File: src/rtl/uart_hwflow_pkg.sv
// Package: shared sizes and trigger-level arithmetic for the flow control unit.
// Assumes a receive FIFO of RX_DEPTH entries and four selectable trigger levels.
package uart_hwflow_pkg;
    localparam int RX_DEPTH  = 16;
    localparam int FILL_W    = $clog2(RX_DEPTH + 1);
    localparam int SEL_W     = 2;
    localparam int AUTO_CTS_BIT = 7;
    localparam int AUTO_RTS_BIT = 6;

    typedef logic [FILL_W-1:0] fill_t;

    // Programmed level for a code.
    function automatic fill_t trig_level(input logic [SEL_W-1:0] sel);
        case (sel)
            2'd0:    return fill_t'(1);
            2'd1:    return fill_t'(4);
            2'd2:    return fill_t'(8);
            default: return fill_t'(14);
        endcase
    endfunction

    // Level one step above the programmed one; the top step is a full FIFO.
    function automatic fill_t level_above(input logic [SEL_W-1:0] sel);
        if (sel == {SEL_W{1'b1}}) return fill_t'(RX_DEPTH);
        return trig_level(sel + 1'b1);
    endfunction

    // Level one step below the programmed one; the bottom step is empty.
    function automatic fill_t level_below(input logic [SEL_W-1:0] sel);
        if (sel == '0) return '0;
        return trig_level(sel - 1'b1);
    endfunction
endpackage

File: src/rtl/uart_hwflow_cts_gate.sv
// CTS gate: synchronises the CTS pin and produces the transmit start permission.
// Assumes the permission is consumed only when the transmitter is idle; the
// halt flag is only updated at character boundaries (tx_busy_i low).
module uart_hwflow_cts_gate #(
    parameter int SYNC_STAGES = 2
) (
    input  logic clk,
    input  logic rst_n,
    input  logic auto_en,
    input  logic cts_pin_i,
    input  logic tx_busy_i,
    output logic tx_start_ok_o
);
    logic [SYNC_STAGES-1:0] sync_q;
    logic                   halt_q;

    // Synchroniser chain for the asynchronous CTS pin.
    generate
        if (SYNC_STAGES == 1) begin : g_one
            always_ff @(posedge clk) begin
                if (!rst_n) sync_q <= '0;
                else        sync_q <= cts_pin_i;
            end
        end else begin : g_many
            always_ff @(posedge clk) begin
                if (!rst_n) sync_q <= '0;
                else        sync_q <= {sync_q[SYNC_STAGES-2:0], cts_pin_i};
            end
        end
    endgenerate

    // Halt decision sampled only between characters.
    always_ff @(posedge clk) begin
        if (!rst_n)          halt_q <= 1'b0;
        else if (!tx_busy_i) halt_q <= auto_en && sync_q[SYNC_STAGES-1];
    end

    assign tx_start_ok_o = !halt_q;
endmodule

File: src/rtl/uart_hwflow_level_dec.sv
// Level decoder: compares the receive fill count with the programmed,
// upper and lower trigger levels. Purely combinational.
module uart_hwflow_level_dec
    import uart_hwflow_pkg::*;
(
    input  fill_t            fill_i,
    input  logic [SEL_W-1:0] sel_i,
    output logic             at_trig_o,
    output logic             at_upper_o,
    output logic             below_lower_o
);
    fill_t lvl_trig, lvl_up, lvl_dn;

    // Resolve the three thresholds and compare against the fill count.
    always_comb begin
        lvl_trig      = trig_level(sel_i);
        lvl_up        = level_above(sel_i);
        lvl_dn        = level_below(sel_i);
        at_trig_o     = fill_i >= lvl_trig;
        at_upper_o    = fill_i >= lvl_up;
        below_lower_o = (lvl_dn == '0) ? (fill_i == '0) : (fill_i < lvl_dn);
    end
endmodule

File: src/rtl/uart_hwflow_rts_ctrl.sv
// RTS controller: holds the automatic RTS hysteresis state, registers the
// receive-threshold request and selects the RTS pin source.
// Assumes the threshold flags come from uart_hwflow_level_dec.
module uart_hwflow_rts_ctrl (
    input  logic clk,
    input  logic rst_n,
    input  logic auto_en,
    input  logic mcr_rts_i,
    input  logic at_trig_i,
    input  logic at_upper_i,
    input  logic below_lower_i,
    output logic rts_pin_o,
    output logic thr_irq_o
);
    logic stop_q;

    // Hysteresis state: set at the upper level, clear below the lower level.
    always_ff @(posedge clk) begin
        if (!rst_n || !auto_en) stop_q <= 1'b0;
        else if (at_upper_i)    stop_q <= 1'b1;
        else if (below_lower_i) stop_q <= 1'b0;
    end

    // Receive-threshold request, only while automatic RTS is on.
    always_ff @(posedge clk) begin
        if (!rst_n) thr_irq_o <= 1'b0;
        else        thr_irq_o <= auto_en && at_trig_i;
    end

    // Pin source: automatic state or inverted software bit.
    assign rts_pin_o = auto_en ? stop_q : !mcr_rts_i;
endmodule

File: src/rtl/uart_hwflow_ctrl.sv
// Top: automatic RTS/CTS flow control for one UART channel.
// Assumes rx_fill_i never exceeds the FIFO depth and cts_pin_i is asynchronous.
module uart_hwflow_ctrl
    import uart_hwflow_pkg::*;
#(
    parameter int SYNC_STAGES = 2
) (
    input  logic             clk,
    input  logic             rst_n,
    input  logic [7:0]       feat_reg_i,
    input  logic             mcr_rts_i,
    input  logic             cts_pin_i,
    input  logic             tx_busy_i,
    input  logic [FILL_W-1:0] rx_fill_i,
    input  logic [SEL_W-1:0] rx_trig_sel_i,
    output logic             tx_start_ok_o,
    output logic             rts_pin_o,
    output logic             rx_thr_irq_o
);
    logic cts_en, rts_en;
    logic at_trig, at_upper, below_lower;

    assign cts_en = feat_reg_i[AUTO_CTS_BIT];
    assign rts_en = feat_reg_i[AUTO_RTS_BIT];

    uart_hwflow_cts_gate #(.SYNC_STAGES(SYNC_STAGES)) u_cts (
        .clk           (clk),
        .rst_n         (rst_n),
        .auto_en       (cts_en),
        .cts_pin_i     (cts_pin_i),
        .tx_busy_i     (tx_busy_i),
        .tx_start_ok_o (tx_start_ok_o)
    );

    uart_hwflow_level_dec u_dec (
        .fill_i        (rx_fill_i),
        .sel_i         (rx_trig_sel_i),
        .at_trig_o     (at_trig),
        .at_upper_o    (at_upper),
        .below_lower_o (below_lower)
    );

    uart_hwflow_rts_ctrl u_rts (
        .clk           (clk),
        .rst_n         (rst_n),
        .auto_en       (rts_en),
        .mcr_rts_i     (mcr_rts_i),
        .at_trig_i     (at_trig),
        .at_upper_i    (at_upper),
        .below_lower_i (below_lower),
        .rts_pin_o     (rts_pin_o),
        .thr_irq_o     (rx_thr_irq_o)
    );
endmodule

File: config.mk
export PLATFORM = sky130hd
export DESIGN_NAME = uart_hwflow_ctrl
export DESIGN_NICKNAME = d
export VERILOG_FILES = /design/src/rtl/uart_hwflow_pkg.sv /design/src/rtl/uart_hwflow_cts_gate.sv /design/src/rtl/uart_hwflow_level_dec.sv /design/src/rtl/uart_hwflow_rts_ctrl.sv /design/src/rtl/uart_hwflow_ctrl.sv
export SDC_FILE = /design/constraint.sdc
export NUM_CORES = 1
export LEC_CHECK = 0
export BUFFER_PORTS_ARGS = -buffer_cell sky130_fd_sc_hd__buf_2
export CORE_AREA = 2 2 39 41
export CTS_CLUSTER_DIAMETER = 200
export DETAILED_ROUTE_END_ITERATION = 12
export DIE_AREA = 0 0 41 43
export GPL_TIMING_DRIVEN = 0
export PLACE_DENSITY = 0.71
export SYNTH_ARGS = -nofsm -noshare
export SYNTH_HDL_FRONTEND = slang
export SYNTH_SLANG_ARGS = --single-unit
File: constraint.sdc
create_clock -name clk -period 3.55 [get_ports clk]
set_input_delay 0.71 -clock clk [delete_from_list [all_inputs] [get_ports clk]]
set_output_delay 0.71 -clock clk [all_outputs]
set_load 0.01 [all_outputs]
==> impl_metrics.env <==
export IMPL_switching_share_pct=30.91
export IMPL_gp_routability_congestion=0.8607
export IMPL_p_per_area_mw_per_mm2=258.0
export IMPL_rr_startpoint="u_cts.halt_q"
export IMPL_cpMaxStageDelayCell="a2111oi_2"
export IMPL_finalNetCount=125
export IMPL_drv_cap=0
export IMPL_vias=501
export IMPL_rsz0062_at_grt="false"
export IMPL_clockPowerShare_pct=36.2
export IMPL_finalSetupViolations=0
export IMPL_synthesis_area_per_instance_um2=8.932
export IMPL_drtIter0Drc=2
export IMPL_cts_setup_buffers=0
export IMPL_fmax_ghz=0.4771
export IMPL_ys_ff_latch=5
export IMPL_whs_ns=0.4272
export IMPL_fin_setup_tns_ns=0
export IMPL_fin_util_pct=51.18
export IMPL_cts_root_buf="clkbuf_4"
export IMPL_grt_max_degree=8
export IMPL_power_switching_uw=56.47
export IMPL_drive_gt1_share_pct=27.06
export IMPL_die_x_um=41
export IMPL_dieArea_mm2=0.001763
export IMPL_p_leak_nw=0.3631
export IMPL_clkSinkCount=5
export IMPL_fp_coreArea_mm2=0.001384
export IMPL_clk_pin_slew_ns=0.05
export IMPL_crit_required_ns=3.67
export IMPL_hold_viol=0
export IMPL_arrival_ns=2.22
export IMPL_min_period_ns=2.096
export IMPL_critPathMaxStageDelay_ns=0.40
export IMPL_grt_first_pass_wirelength_mm=1.814
export IMPL_combPwrFrac_pct=30.8
export IMPL_fp_row_count=14
export IMPL_post_dp_hpwl_um=954
export IMPL_setup_slack_ns=1.454
export IMPL_start_util_pct=41.95
export IMPL_intPower_uw=126.2
export IMPL_ys_types=22
export IMPL_crit_top_cell="ha_1"
export IMPL_maxSlewViolCount=0
export IMPL_ys_warn_count=0
export IMPL_htreeDepth=1
export IMPL_dp_slack_ns=1.200
export IMPL_worstPathMaxFanout=5
export IMPL_wl_per_cell_um=10.88
export IMPL_ys_seq_area_share_pct=17.24
export IMPL_run_status="complete, no violations"
export IMPL_finalNonFillerCells=101
export IMPL_fin_skew_ns=0.00002912
export IMPL_synthCells=65
export IMPL_grt_overflow_total=0
export IMPL_port_buffers=16
export IMPL_ir_worst_vdd_uv=72.09
export IMPL_cp_end_kind="flop"
export IMPL_holdBufCountCts=0
export IMPL_cts_tree="done"
export IMPL_grt_pass1_vias=467
export IMPL_place_inst=97
export IMPL_via_per_inst=4.960
export IMPL_ant_nets=0
export IMPL_antennaDiodeCount=0
export IMPL_die_y_um=43
export IMPL_path_cells="buf_2 -> ha_1 -> nor2b_1 -> ha_1 -> nand2b_1 -> a2111oi_2 -> o31a_1 -> o21ai_1"
export IMPL_clockBufferDepth=2
export IMPL_grtUsageTotal_pct=14.90
export IMPL_postSynthNetCount=104
export IMPL_hold_path_class="flop to flop"
export IMPL_synth_area_um2=580.6
export IMPL_cts_buffers=3
export IMPL_cp_startpoint="rx_trig_sel_i[0]"
export IMPL_ioPinCount=23
export IMPL_cp_start_kind="input port"
export IMPL_clkLatencyLatePin_ns=0.24
export IMPL_drt_pass1_iter_count=2
export IMPL_finalCritPeriodShare_pct=59.04
export IMPL_area_growth_pct=21.98
export IMPL_hold_start="u_cts.sync_q[0]"
export IMPL_cts_resized_gates=0
export IMPL_drc=0
export IMPL_p_seq_share_pct=33.0
export IMPL_antenna_found_initial=0
export IMPL_setup_worst_path_class="input port to flop"
export IMPL_routed_wl_mm=1.099
## power groups by stage
| stage | logic, mW | registers, mW | clock network, mW |
|---|---|---|---|
| 6_report | 0.0563 | 0.0603 | 0.0661 |
| 2_1_floorplan | 0.0332 | 0.0617 | 0 |
| 4_1_cts | 0.0573 | 0.0604 | 0.0699 |
| 5_1_grt | 0.0654 | 0.0607 | 0.0744 |
| 3_3_place_gp | 0.0531 | 0.0613 | 0 |
| 3_5_place_dp | 0.0567 | 0.0615 | 0 |
## per-layer routing
metal / GRT usage [%] / vias to the layer above / share of wire [%]
met5: 0 / - / 0
li1: - / 267 / -
met3: 1.571 / 2 / 4.2
met2: 26.56 / 11 / 50
met4: 8.000 / 0 / 0.82
met1: 15.56 / 221 / 45
## state kept, by name, indices dropped and copies added, names as in the netlist
register and cells:
u_cts.sync_q 2, u_cts.halt_q 1, u_rts.stop_q 1, u_rts.thr_irq_o 1
## synthesized netlist by cell type
cell type  count  share of area (%)
nand2b_1       2                2.2
a21boi_0       1                1.3
nor2b_1        1                1.1
nor4_2         2                4.3
mux2i_1        1                1.7
o311ai_0       1                1.5
dfxtp_1        5                 17
o31a_1         1                1.5
o21ai_1        1               0.86
o2111a_1       1                1.9
nand3_1        3                2.6
o21ai_0        2                1.7
conb_1         1               0.65
a21oi_1        4                3.4
nand2_1        2                1.3
nor2_1         3                1.9
and2_1         3                3.2
nor3_1         1               0.86
ha_1          19                 41
inv_1          9                5.8
a2111oi_2      1                2.6
nor3b_1        1                1.3
## kinds of logic (layout without fill, tap and decap cells)
kind of cell | Yosys count | count (layout) | synth area share [%]
other | 1 | 1 | 0.6459
flip-flops | 5 | 5 | 17.24
buffers and inverters | 9 | 29 | 5.819
multiplexers | 1 | 1 | 1.724
AND/OR/NAND/NOR | 18 | 18 | 18.75
adder cells (fa/ha/maj) | 19 | 19 | 40.95
AO/OA/AOI/OAI | 12 | 12 | 14.87
## final timing paths
kind / end / slack (ns) / cells after the start
hold reg to reg: u_cts.sync_q[1] / 0.43 / 1
setup / recovery: u_rts.stop_q / 1.45 / 8
hold / removal: u_cts.sync_q[1] / 0.43 / 1
setup reg to reg: u_cts.halt_q / 2.89 / 3
## per-stage QoR
step	cell area [um^2]	power, mW
final	708.2	0.1827
after global routing	708.2	0.2006
after CTS	708.2	0.1876
after detailed placement	680.7	0.1182
after global placement	680.7	0.1145
after floorplan	580.6	0.09491
## final cells by class
cell class / instances / area, um^2
fill: 139 / 675.6
multi-input combinational: 51 / 446.7
sequential: 5 / 100.1
timing repair buffer: 16 / 80.08
inverter: 9 / 33.78
clock buffer: 3 / 22.52
tap: 16 / 20.02
clock inverter: 1 / 5.005
## cells in the final DEF (no fill, tap or decap), types with 3 or more instances in the layout
| cell type | count |
|---|---|
| ha_1 | 19 |
| nand3_1 | 3 |
| dfxtp_1 | 5 |
| buf_2 | 16 |
| nor2_1 | 3 |
| inv_1 | 9 |
| and2_1 | 3 |
| a21oi_1 | 4 |
| clkbuf_4 | 3 |
## critical path: cells and delay by family
kind	cells	cell delay (ns)
AOI/OAI and AO/OA	3	0.65
adders and majority gates	2	0.44
buffers and inverters	1	0.13
and+or+nand+nor	2	0.28
(Power assumes the default switching activity.)
